## config.mk

```make
export PLATFORM = sky130hd
export DESIGN_NAME = lbl_sdi_screen
export DESIGN_NICKNAME = d
export VERILOG_FILES = /design/src/rtl/screen_pkg.sv /design/src/rtl/screen_lbl_table.sv /design/src/rtl/screen_gate.sv /design/src/rtl/screen_fifo.sv /design/src/rtl/lbl_sdi_screen.sv
export SDC_FILE = /design/constraint.sdc
export NUM_CORES = 1
export LEC_CHECK = 0
export BUFFER_PORTS_ARGS = -buffer_cell sky130_fd_sc_hd__buf_4
export CORE_MARGIN = 2
export CORE_UTILIZATION = 67
export CTS_CLUSTER_DIAMETER = 60
export DETAILED_ROUTE_END_ITERATION = 6
export GPL_ROUTABILITY_DRIVEN = 0
export GPL_TIMING_DRIVEN = 0
export PLACE_DENSITY_LB_ADDON = 0.08
export SLEW_MARGIN = 40
export SYNTH_ARGS = -nofsm -noshare
export SYNTH_HDL_FRONTEND = slang
export SYNTH_SLANG_ARGS = --single-unit
```

## constraint.sdc

```tcl
create_clock -name clk -period 7.5 [get_ports clk]
set_input_delay 1.125 -clock clk [delete_from_list [all_inputs] [get_ports clk]]
set_output_delay 1.125 -clock clk [all_outputs]
set_load 0.01 [all_outputs]
```

## src/rtl/screen_pkg.sv

```systemverilog
package screen_pkg;
  typedef logic [31:0] word_t;
  typedef logic [7:0]  label_t;

  typedef struct packed {
    logic       lbl_en;
    logic       sdi_en;
    logic [1:0] sdi_ref;
  } chk_cfg_t;
endpackage

```

## src/rtl/screen_lbl_table.sv

```systemverilog
module screen_lbl_table #(
  parameter int N_LABELS = 16,
  parameter int LBL_W    = 8
) (
  input  logic             clk,
  input  logic             rst_n,
  input  logic             prog_mode,
  input  logic             wr,
  input  logic [LBL_W-1:0] wdata,
  input  logic             rd,
  input  logic [LBL_W-1:0] probe,
  output logic             hit,
  output logic [LBL_W-1:0] rdata
);
  localparam int PW = (N_LABELS > 1) ? $clog2(N_LABELS) : 1;
  localparam logic [PW-1:0] LAST = PW'(N_LABELS - 1);

  logic [PW-1:0]                  ptr_q, ptr_d;
  logic [N_LABELS-1:0][LBL_W-1:0] tab_q, tab_d;
  logic                           step;
  logic [N_LABELS-1:0]            match_vec;

  assign step = prog_mode && (wr || rd);

  always_comb begin
    ptr_d = ptr_q;
    tab_d = tab_q;
    if (!prog_mode) begin
      ptr_d = '0;
    end else if (step) begin
      if (wr) tab_d[ptr_q] = wdata;
      ptr_d = (ptr_q == LAST) ? '0 : ptr_q + 1'b1;
    end
  end

  always_ff @(posedge clk or negedge rst_n) begin
    if (!rst_n) begin
      ptr_q <= '0;
      tab_q <= '0;
    end else begin
      ptr_q <= ptr_d;
      if (step && wr) tab_q <= tab_d;
    end
  end

  // Parallel compare of the probe against every entry
  for (genvar g = 0; g < N_LABELS; g++) begin : g_cmp
    assign match_vec[g] = (tab_q[g] == probe);
  end

  assign hit   = |match_vec;
  assign rdata = tab_q[ptr_q];


  lbl_ptr_step_chk: assert property (@(posedge clk) disable iff (!rst_n)
    (step && ptr_q != LAST) |=> ptr_q == PW'($past(ptr_q) + 1'b1));

  lbl_ptr_wrap_chk: assert property (@(posedge clk) disable iff (!rst_n)
    (step && ptr_q == LAST) |=> ptr_q == '0);

  lbl_entry_chk: assert property (@(posedge clk) disable iff (!rst_n)
    (prog_mode && wr) |=> tab_q[$past(ptr_q)] == $past(wdata));

  lbl_idle_chk: assert property (@(posedge clk) disable iff (!rst_n)
    !prog_mode |=> $stable(tab_q));
endmodule

```

## src/rtl/screen_gate.sv

```systemverilog
module screen_gate
  import screen_pkg::*;
(
  input  logic     valid,
  input  chk_cfg_t cfg,
  input  logic     lbl_hit,
  input  logic [1:0] sdi_bits,
  input  logic     q_full,
  output logic     push
);
  logic lbl_ok, sdi_ok;

  always_comb begin
    lbl_ok = !cfg.lbl_en || lbl_hit;
    sdi_ok = !cfg.sdi_en || (sdi_bits == cfg.sdi_ref);
    push   = valid && lbl_ok && sdi_ok && !q_full;
  end
endmodule

```

## src/rtl/screen_fifo.sv

```systemverilog
module screen_fifo #(
  parameter int DEPTH = 32,
  parameter int W     = 32
) (
  input  logic         clk,
  input  logic         rst_n,
  input  logic         push,
  input  logic [W-1:0] wdata,
  input  logic         pop,
  output logic [W-1:0] rdata,
  output logic         rdy,
  output logic         half,
  output logic         full
);
  localparam int AW   = (DEPTH > 1) ? $clog2(DEPTH) : 1;
  localparam int CW   = $clog2(DEPTH + 1);
  localparam int HALF = DEPTH / 2;
  localparam logic [AW-1:0] LAST = AW'(DEPTH - 1);

  logic [DEPTH-1:0][W-1:0] mem_q;
  logic [AW-1:0]           wp_q, wp_d, rp_q, rp_d;
  logic [CW-1:0]           cnt_q, cnt_d;
  logic                    do_wr, do_rd;

  assign full  = (cnt_q == CW'(DEPTH));
  assign half  = (cnt_q >= CW'(HALF));
  assign rdy   = (cnt_q != '0);
  assign rdata = mem_q[rp_q];

  always_comb begin
    do_wr = push && !full;
    do_rd = pop && rdy;
    wp_d  = wp_q;
    rp_d  = rp_q;
    cnt_d = cnt_q;
    if (do_wr) wp_d = (wp_q == LAST) ? '0 : wp_q + 1'b1;
    if (do_rd) rp_d = (rp_q == LAST) ? '0 : rp_q + 1'b1;
    case ({do_wr, do_rd})
      2'b10:   cnt_d = cnt_q + 1'b1;
      2'b01:   cnt_d = cnt_q - 1'b1;
      default: cnt_d = cnt_q;
    endcase
  end

  always_ff @(posedge clk or negedge rst_n) begin
    if (!rst_n) begin
      wp_q  <= '0;
      rp_q  <= '0;
      cnt_q <= '0;
    end else begin
      wp_q  <= wp_d;
      rp_q  <= rp_d;
      cnt_q <= cnt_d;
    end
  end

  // Storage without reset; write enable only
  always_ff @(posedge clk) begin
    if (do_wr) mem_q[wp_q] <= wdata;
  end


  fifo_no_overflow_chk: assert property (@(posedge clk) disable iff (!rst_n)
    (full && !pop) |=> full && $stable(wp_q) && $stable(rp_q));

  fifo_drain_chk: assert property (@(posedge clk) disable iff (!rst_n)
    (cnt_q == CW'(1) && pop && !push) |=> !rdy);

  fifo_flag_order_chk: assert property (@(posedge clk) disable iff (!rst_n)
    full |-> (half && rdy));

  fifo_count_chk: assert property (@(posedge clk) disable iff (!rst_n)
    (push && !full && !pop) |=> cnt_q == CW'($past(cnt_q) + 1'b1));
endmodule

```

## src/rtl/lbl_sdi_screen.sv

```systemverilog
module lbl_sdi_screen
  import screen_pkg::*;
#(
  parameter int N_LABELS   = 16,
  parameter int FIFO_DEPTH = 32
) (
  input  logic        clk,
  input  logic        rst_n,
  input  logic        word_valid,
  input  logic [31:0] word_in,
  input  logic        lbl_chk_en,
  input  logic        sdi_chk_en,
  input  logic [1:0]  sdi_ref,
  input  logic        lbl_prog,
  input  logic        lbl_wr,
  input  logic [7:0]  lbl_wdata,
  input  logic        lbl_rd,
  output logic [7:0]  lbl_rdata,
  input  logic        fifo_rd,
  output logic [31:0] fifo_rdata,
  output logic        rdy,
  output logic        half,
  output logic        full,
  output logic        rdy_n,
  output logic        half_n,
  output logic        full_n
);
  chk_cfg_t cfg;
  logic     lbl_hit, push;

  assign cfg = '{lbl_en: lbl_chk_en, sdi_en: sdi_chk_en, sdi_ref: sdi_ref};

  screen_lbl_table #(.N_LABELS(N_LABELS), .LBL_W(8)) u_tab (
    .clk(clk), .rst_n(rst_n), .prog_mode(lbl_prog), .wr(lbl_wr),
    .wdata(lbl_wdata), .rd(lbl_rd), .probe(word_in[7:0]),
    .hit(lbl_hit), .rdata(lbl_rdata)
  );

  screen_gate u_gate (
    .valid(word_valid), .cfg(cfg), .lbl_hit(lbl_hit),
    .sdi_bits(word_in[9:8]), .q_full(full), .push(push)
  );

  screen_fifo #(.DEPTH(FIFO_DEPTH), .W(32)) u_q (
    .clk(clk), .rst_n(rst_n), .push(push), .wdata(word_in),
    .pop(fifo_rd), .rdata(fifo_rdata), .rdy(rdy), .half(half), .full(full)
  );

  assign rdy_n  = ~rdy;
  assign half_n = ~half;
  assign full_n = ~full;


  gate_sdi_chk: assert property (@(posedge clk) disable iff (!rst_n)
    (sdi_chk_en && (word_in[8] != sdi_ref[0] || word_in[9] != sdi_ref[1])) |-> !push);

  gate_full_chk: assert property (@(posedge clk) disable iff (!rst_n)
    full |-> !push);

  pin_polarity_chk: assert property (@(posedge clk) disable iff (!rst_n)
    (rdy_n != rdy) && (half_n != half) && (full_n != full));
endmodule

```

After elaboration in Yosys (flattened, before gate mapping)
Index checks and enable logic that the tools add are counted.
W data, S select, Z words.
{ "classes": {"n_addsub": 5, "multipliers": 0, "n_div": 0, "magnitude_cmp": 6, "eq_ne": 24, "shifts": 0, "mux": 16, "n_bitwise": 3, "n_reduce_logical": 19} }
{ "ops": {"columns": ["cell", "n"], "rows": [
  ["$bwmux W1024", 1],
  ["$bmux W32 S5", 1],
  ["$demux W32 S5", 1],
  ["$bwmux W128", 1],
  ["$eq A8 B8 Y1", 16],
  ["$mux W32", 2],
  ["$bmux W8 S4", 1],
  ["$demux W8 S4", 1],
  ["$mux W8", 2],
  ["$reduce_or A16 Y1", 1],
  ["$lt A5 B6 Y1 const B", 2],
  ["$mux W4", 3],
  ["$pmux W6 S2", 1],
  ["$add A5 B1 Y5 const B", 2],
  ["$eq A5 B5 Y1 const B", 2],
  ["$mux W5", 2],
  ["$logic_and A1 B1 Y1", 9],
  ["$add A6 B1 Y6 const B", 1],
  ["$eq A6 B6 Y1 const B", 1],
  ["$ge A6 B5 Y1 const B", 1],
  ["$reduce_bool A6 Y1", 1],
  ["$sub A6 B1 Y6 const B", 1],
  ["$ge A5 B1 Y1 const B", 1],
  ["$lt A4 B5 Y1 const B", 1],
  ["other kinds (12)", 18]
]} }
{ "word_totals": {"ff_bits": 1172, "latch_bits": 0, "ram_bits": 0, "romBits": 0, "in_bits": 51, "out_inout_bits": 46, "wordCells": 125, "mem_count": 0} }

Longest topological paths before layout
Gate-level depths: netlist of the first run.
{ "depth": {"depth_word": 9, "mapped_depth": 19} }

By module
A second synthesis of the first run with hierarchy kept.
{ "unflattened": {"hier_cells": 2532, "area_unflattened_um2": 47635.7} }
{ "by_module_without_submodules": {"columns": ["mod", "n_inst", "cells_each", "area_each_um2", "seq_area_each_um2"], "rows": [
  ["screen_fifo", 1, 1967, 39973.3, 31149.9],
  ["screen_lbl_table", 1, 557, 7612.3, 3303.2],
  ["screen_gate", 1, 5, 38.8, 0.0],
  ["lbl_sdi_screen", 1, 3, 11.3, 0.0]
]} }

Least setup slack after synthesis of the first run
Ideal clock, no wire load.
{ "synth_path": {"path_type": "input to register", "from": "input word_in[7]", "to": "register u_q.cnt_q[5]", "setup_ps": 125, "arrival_time_ps": 3932, "required_ps": 7375, "setup_slack_ps": 3442, "path_stages": 18, "path_buffers": 3, "cell_sequence": "buf_4 -> buf_6 -> xor2_1 -> nor4_1 -> a21oi_1 -> and4_1 -> a21oi_1 -> buf_2 -> inv_1 -> ha_1 -> ha_1 -> a21o_1 -> a21oi_1 -> o21bai_1 -> a21oi_1 -> xnor2_1 -> nor2_1 -> xor2_1"} }
{ "synth_via": {"elab_chain_len": 9} }
{ "synth_lines": {"columns": ["item", "line_no", "source"], "rows": [
  ["from (decl)", "lbl_sdi_screen.sv:10", "input logic [31:0] word_in,"],
  ["$eq A8 B8 Y1", "screen_lbl_table.sv:48", "assign match_vec[g] = (tab_q[g] == probe);"],
  ["$reduce_or A16 Y1 (*)", "screen_lbl_table.sv:51", "assign hit = |match_vec;"],
  ["$logic_or A1 B1 Y1 (*)", "screen_gate.sv:14", "lbl_ok = !cfg.lbl_en || lbl_hit;"],
  ["$logic_and A1 B1 Y1 (*) (3 in a row)", "screen_gate.sv:16", "push = valid && lbl_ok && sdi_ok && !q_full;"],
  ["$logic_and A1 B1 Y1 (*)", "screen_fifo.sv:31", "do_wr = push && !full;"],
  ["$eq A2 B1 Y1 / $eq A2 B2 Y1 (equally long branches)", "screen_fifo.sv:38", "case ({do_wr, do_rd})"],
  ["$pmux W6 S2 / $reduce_bool A2 Y1 (equally long branches)", null, null],
  ["to (signal assigned)", "screen_fifo.sv:53", "cnt_q <= cnt_d;"],
  ["to (decl)", "screen_fifo.sv:22", "logic [CW-1:0] cnt_q, cnt_d;"]
]} }
Mark *: on every way between the ends. The rest lies on a longest branch, timed or not.
A chain may end at the register's enable or synchronous reset.

Worst setup path after layout of the first run
{ "layout_path": {"from": "register u_q.rp_q[1]", "to": "output fifo_rdata[31]"} }
{ "layout_via": {"elab_chain_len": 2} }
{ "layout_lines": {"columns": ["item", "line_no", "source"], "rows": [
  ["from (decl)", "screen_fifo.sv:21", "logic [AW-1:0] wp_q, wp_d, rp_q, rp_d;"],
  ["from (signal assigned)", "screen_fifo.sv:52", "rp_q <= rp_d;"],
  ["$bmux W32 S5", "screen_fifo.sv:28", "assign rdata = mem_q[rp_q];"],
  ["$mux W32 (implied by the code)", "screen_fifo.sv:28", null],
  ["to (decl)", "lbl_sdi_screen.sv:20", "output logic [31:0] fifo_rdata,"]
]} }
Every way passes these cells. The select of a mux whose other input is x is not followed.

==> summary.txt, run 1 <==
Clocking
  – CTS clock-pin slew for the worst setup and hold paths: 60 ps
  – Clock sink count: between 1,000 and 1,500
  – CTS Buffer Depth: 3
  – Inserted Clock Buffers: 113
  – Hold buffer count at cts: 0
  – Root Driver: clkbuf_16
  – Post-CTS sizing: 0
  – H-tree Lvls: 3
  – CTS tree: built
  – Post-CTS Setup Bufs: 0
  – Worst-Skew Late Latency: 690 ps

Placed design
  – Port Buf Inserts: 96
  – HPWL after detailed placement: ~76 mm

Die
  – Die width: around 270 um
  – I/O pins: 97
  – Die Y: 270 um
  – Initial Util: 67.8%
  – Core ar.: 70,100 um2
  – Row Count: just under 100
  – Total die area: 73,100 um2

Critical path
  – R2R Path End: u_q.cnt_q[5]
  – CP most frequent cell: clkbuf_1
  – Endpoint type of the worst setup path: primary output
  – Crit-path cells: clkbuf_1, clkbuf_1, clkbuf_1, mux4_2, mux4_2, mux2_2, buf_4
  – CP arrival: 4110 ps
  – Slowest cell delay on critical path: 700 ps
  – Worst Setup Path Type: register to primary output
  – R2r setup slk: roughly 3500 ps
  – Crit path launch type: register
  – Slowest-stage cell, CP: clkbuf_1
  – WP data required: 6380 ps
  – RR Startpoint: u_tab.tab_q[71]
  – Critical path fanouts, max: 10
  – Reg2Reg Depth: 16

Detailed routing
  – WL/cell: 37.8 um
  – Post-detailed-route count of antenna-violating nets: 0
  – Vias after detailed routing: 25,200
  – DRT Wirelength: between 100 and 150 mm
  – DRT Pass-1 Iters: 5
  – DRT iter0 DRCs: 4,140
  – Post-route DRC: 0
  – Via density: 7.30

Global route
  – Largest net degree at the start of global routing: 58
  – Initial antenna violation count: 5
  – Overflow after GRT: 0
  – Total GRT Usage: 36.7%
  – First-pass GRT wire length: 187 mm
  – Vias in the first global route: 26,000

Logic synthesis
  – Synthesized area: 47,600 um2
  – Post-Synthesis Cells: 2,168
  – Library cells used by synthesis: 40
  – Yosys reg bits: 1,172
  – EDFF count, synth: 1,024
  – Top FF cell, synth: edfxtp_1
  – Post-Syn Area per Cell: around 22 um2
  – Yosys warning count: 0
  – Mapped Nets: 2,236
  – Sequential area share after synthesis: 72.4%
  – FFs w/ async S/R, synth: 12.6%

Pwr
  – Pwr Density: 336 nW/um2
  – Int Pwr: 12.8 mW
  – Combinational Power Share: 27.8%
  – Clock Power Share: 31.2%
  – Net Sw Frac: 29.4%
  – Final Power: 18.2 mW
  – VDD IR max: 0.329 mV
  – Sequential cell fraction of total power: 41.0%
  – Switching power: 5.35 mW
  – Leak: 18.2 nW

Timing
  – Slew margin rel.: 37.3%
  – Period Utilization, post-route: 69.8%
  – Fin Clk Skew: 29.9 ps
  – Final Slew Violations: 0
  – RSZ-0062 raised after global routing: false
  – Setup_tns: 0 ps
  – Period minus WS final: 5230 ps
  – Final hold viol count: 0
  – Setup Viol. Count Final: 0
  – Worst-margin pin slew: 941 ps
  – Fmax: 0.191 GHz

Finish
  – Commonest cells after routing, fill and taps aside: edfxtp_1 (1,024), mux4_2 (360), mux2_2 (163)
  – Nets@finish: 2,481
  – Fraction of layout cells with a size suffix above 1: 37.4%
  – Syn-to-layout area delta: 13.6%
  – Commonest non-fill, non-tap cell in the layout: edfxtp_1

Outcome
  – Outcome: finished, final reports clean

Job
  – Max cap viols: 0

Worst hold path
  – Type of the worst min-delay path: primary input to async pin
==> routing by layer <==
metal / up-vias / routed length [um] / global-route usage, %
li1: 9487 / - / -
met1: 13300 / 46500 / 51.4
met2: 2006 / 64000 / 58.7
met3: 356 / 14100 / 7.63
met4: 6 / 5460 / 13.4
met5: - / 36 / 0
==> synth_stat cells (5+ instances only) <==
master	instances	area, um2
xor2_1	45	394
nand4_1	23	144
buf_4	20	150
buf_2	22	110
nor4_1	12	75.1
nor2_1	32	120
clkbuf_1	67	251
edfxtp_1	1024	30700
and3_1	37	231
buf_1	5	18.8
ha_1	16	200
buf_6	11	124
inv_1	16	60.1
o21ai_0	12	60.1
mux4_2	360	8110
nand2_1	13	48.8
nand2b_1	6	37.5
mux2_2	163	1840
a21oi_1	8	40.0
dfrtp_1	148	3700
nand3_1	7	35.0
xnor2_1	92	806
==> through the flow <==
stage / util [%] / hold WS, ps / instance area (um2) / setup slack (ps) / std cells
after global placement: 70.5 / 480 / 49500 / 1660 / 3204
after detailed placement: 71.8 / 483 / 50400 / 2120 / 3238
after CTS: 77.0 / 339 / 54000 / 2120 / 3447
after floorplan: - / 456 / 47600 / 3440 / 2168
final: 77.0 / 352 / 54000 / 2270 / 3448
after global routing: 77.0 / 365 / 54000 / 2190 / 3448
==> flip-flops by register name (all words and copies together) (netlist names) <==
signal and flops:
u_q.cnt_q 6, u_q.mem_q 1024, u_q.rp_q 5, u_q.wp_q 5, u_tab.ptr_q 4, u_tab.tab_q 128
==> final cells by class <==
class                   instances  area, um2
clock buffers                 134       2950
fillers                      3601      16100
plain buffers                 125        691
inverters                      16       60.1
repair buffers                130       1470
multi-input cells             855      12600
diodes                          1       2.50
well taps                     940       1180
clock inverters                75        676
flip-flops and latches       1172      34500
==> worst max-delay path: cells and delay by family, from the launching register on <==
kind / cells / cell delay (ps)
buf+inv: 4 / 1760
flops: 1 / 350
mux: 3 / 1310
==> power by group through the flow <==
stage / Sequential [mW] / Combinational, mW / Clock (mW)
2_1_floorplan: 7.54 / 3.00 / 0
3_3_place_gp: 7.56 / 4.71 / 0
3_5_place_dp: 7.57 / 4.86 / 0
4_1_cts: 7.45 / 5.02 / 5.66
5_1_grt: 7.47 / 5.20 / 5.90
6_report: 7.45 / 5.05 / 5.66
==> logic make-up (layout without fill, tap and decap cells) <==
kind of cell	count (synthesis)	count (layout)	share of synthesized area, %
muxes	526	526	21.0
DFF	1172	1172	72.4
xor gates and xnor gates	137	137	2.52
adders and majority gates	17	17	0.463
and+or+nand+nor	143	143	1.65
buffers and inverters	141	480	1.50
other	0	1	0
AOI/OAI and AO/OA	32	32	0.452
==> worst max-delay path by stage <==
stage                 from        endpoint
2_1_floorplan   word_in[7]    u_q.cnt_q[5]
3_5_place_dp    word_in[0]    u_q.cnt_q[5]
4_1_cts        u_q.rp_q[1]  fifo_rdata[12]
3_3_place_gp    word_in[7]  u_q.mem_q[662]
6_report       u_q.rp_q[1]  fifo_rdata[31]
5_1_grt        u_q.rp_q[1]   fifo_rdata[1]
No activity file was read; power rests on OpenSTA's default activity.
==> inputs of run 2 (changes only) <==
- CORE_UTILIZATION: 67 -> 56
- clock period: 7.5 -> 4.3 ns (I/O delays scaled with it)
==> run 2 against run 1 <==
Clock power rose by 84%. Utilization down 12 points. Combinational power rose by 69%. Sequential share of layout area decreased by 0.67 points. Critical endpoint is now fifo_rdata[1]. Largest power group unchanged.
==> summary.txt, run 2 (synthesized netlist as in run 1, its figures left out) <==
Outcome
  – Outcome: finished, final reports clean

Placed design
  – Port Buf Inserts: 96 (unchanged)
  – Placed Cells: 3,432 (+6.0%)
  – HPWL after detailed placement: 77.2 mm (+1.0%)
  – Place WS: -655 ps (-2780 ps)

Clocking
  – CTS clock-pin slew for the worst setup and hold paths: 60 ps (about the same)
  – CTS tree: built
  – Worst-Skew Late Latency: 680 ps (about the same)
  – CTS Buffer Depth: 3 (unchanged)
  – H-tree Lvls: 3 (unchanged)
  – Root Driver: clkbuf_16
  – Clock sink count: 1,172 (unchanged)
  – Inserted Clock Buffers: 118 (+4.4%)

Detailed routing
  – DRT Wirelength: 119 mm (-8.2%)
  – Vias after detailed routing: 23,400 (-7.0%)
  – DRT Pass-1 Iters: 6 (+1)
  – DRT iter0 DRCs: 2,829 (-32%)
  – WL/cell: 32.7 um (-13%)
  – Post-detailed-route count of antenna-violating nets: 0 (unchanged)
  – Via density: 6.41 (-12%)
  – Post-route DRC: 0 (unchanged)

Critical path
  – WP data required: 3650 ps (-2730 ps)
  – CP most frequent cell: mux4_2
  – Slowest cell delay on critical path: 520 ps (-180 ps)
  – Endpoint type of the worst setup path: primary output
  – Reg2Reg Depth: 16 (unchanged)
  – CP arrival: 3550 ps (-560 ps)
  – Slowest-stage cell, CP: mux4_2
  – R2R Path End: u_q.cnt_q[5]
  – Critical path fanouts, max: 10 (unchanged)
  – Crit-path cells: clkbuf_1, clkbuf_4, clkbuf_2, mux4_2, mux4_2, mux2_2, buf_4
  – Crit path launch type: register
  – RR Startpoint: u_tab.tab_q[71]
  – Worst Setup Path Type: register to primary output
  – R2r setup slk: 380 ps (-3130 ps)

Global route
  – Vias in the first global route: 24,100 (-7.1%)
  – Initial antenna violation count: 7 (+2)
  – Total GRT Usage: 28.1% (-8.6 points)
  – First-pass GRT wire length: 171 mm (-8.9%)
  – Largest net degree at the start of global routing: 62 (+6.9%)
  – Overflow after GRT: 0 (unchanged)

Finish
  – Commonest non-fill, non-tap cell in the layout: edfxtp_1
  – Largest register FFs: 1,024 (unchanged)
  – Fraction of layout cells with a size suffix above 1: 37.9% (+0.53 points)
  – Biggest register: u_q.mem_q
  – Nets@finish: 2,487 (+0.24%)
  – Biggest regs: u_q.mem_q x1024, u_tab.tab_q x128, u_q.cnt_q x6
  – Commonest cells after routing, fill and taps aside: edfxtp_1 (1,024), mux4_2 (360), mux2_2 (163)
  – Syn-to-layout area delta: 14.8%
  – Final-layout fill cell count: 5,620 (+56%)
  – Fin cells: 3,652 (+5.9%)

Timing
  – Period Utilization, post-route: a little over nine tenths
  – Slew margin rel.: 42.3% (+5.1 points)
  – Setup Viol. Count Final: 0 (unchanged)
  – Final WS setup: 104 ps (-2160 ps)
  – Fmax: 0.238 GHz
  – Final Slew Violations: 0 (unchanged)
  – Setup_tns: 0 ps (unchanged)
  – Final hold viol count: 0 (unchanged)
  – Worst-margin pin slew: 865 ps (-76.0 ps)
  – Fin Clk Skew: 27.3 ps (-2.60 ps)
  – Period minus WS final: about 4200 ps

Worst hold path
  – Hold_sp: lbl_prog
  – Type of the worst min-delay path: primary input to register
  – WHS Endpoint: u_tab.ptr_q[2]
  – WHS Path Cells: 2

Die
  – Initial Util: 56.7% (-11 points)
  – I/O pins: 97 (unchanged)
  – Row Count: 106 (+9.3%)
  – Core ar.: 83,800 um2 (+19%)
  – Die Y: 295 um (+9.2%)
  – Die width: 295 um (+9.2%)
  – Total die area: 87,300 um2 (+19%)

Pwr
  – Pwr Density: 584 nW/um2 (+74%)
  – VDD IR max: 0.525 mV (+60%)
  – Leak: 18.3 nW (+0.82%)
  – Final Power: 31.9 mW (+76%)

Job
  – Max cap viols: 0 (unchanged)
-- run 2: changes by cell type in the layout (fill, tap and decap cells not counted), sizes merged --
cell	change
bufinv	+3
clkinv	-20
clkbuf	+26
dlygate4sd3	+1
-- run 2: routing by layer --
metal / part of all wire [%] / global-route usage, % / wire [um] / vias up
li1: - / - / - / 9511
met1: 40 / 40.5 / 47500 / 12600
met2: 48 / 43.8 / 57400 / 1125
met3: 9.8 / 6.69 / 11700 / 170
met4: 2.3 / 7.71 / 2770 / 12
met5: 0.058 / 0 / 69 / -
-- run 2: layout make-up --
class / instances / area, um2 / area share, %
clock inverter: 58 / 679 / 1.24
sequential: 1172 / 34500 / 63.1
buffer: 125 / 713 / 1.31
tap: 1134 / 1420 / 2.60
timing repair buffer: 131 / 1430 / 2.61
inverter: 16 / 60.1 / 0.110
antenna: 1 / 2.50 / 0.00458
clock buffer: 160 / 3260 / 5.98
multi-input combinational: 855 / 12600 / 23.1
-- run 2: worst max-delay path by stage --
| stage | startpoint | endpoint | slack, ps | cells past startpoint |
|---|---|---|---|---|
| floorplan | word_in[7] | u_q.cnt_q[5] | 720 | 18 |
| global placement | word_in[7] | u_q.mem_q[662] | -1280 | 11 |
| detailed placement | word_in[4] | u_q.cnt_q[5] | -650 | 19 |
| CTS | u_q.rp_q[0] | fifo_rdata[3] | 4 | 7 |
| global route | word_in[7] | u_q.cnt_q[5] | -7 | 19 |
| finish | u_q.rp_q[1] | fifo_rdata[1] | 100 | 7 |
-- run 2: metrics by stage --
| step | hold slack [ps] | utilization (%) | instance area, um2 |
|---|---|---|---|
| after floorplan | 349 | - | 47600 |
| after global placement | 482 | 59.3 | 49700 |
| final | 247 | 65.2 | 54600 |
| after global routing | 236 | 65.2 | 54600 |
| after detailed placement | 487 | 60.4 | 50600 |
| after CTS | 205 | 65.1 | 54600 |
-- run 2: power breakdown --
group	internal (mW)	switching (mW)
sequential	12.8	0.216
clock	6.19	4.23
combinational	3.99	4.53
-- run 2: worst max-delay path, delay by kind of cell (launching register included) --
kind                   cells  cell delay, ps
muxes                      3            1310
DFF                        1             350
buffers and inverters      4            1190
-- run 2: timing repair --
| item | 4_1_cts | 5_1_grt |
|---|---|---|
| endpoints found under the hold margin | 47 | 0 |
| resized for setup | 19 | 8 |
| hold buffers | 1 | 0 |
| pin swaps | 0 | 0 |
| setup endpoints to repair | 32 | 10 |
| setup buffers | 0 | 0 |
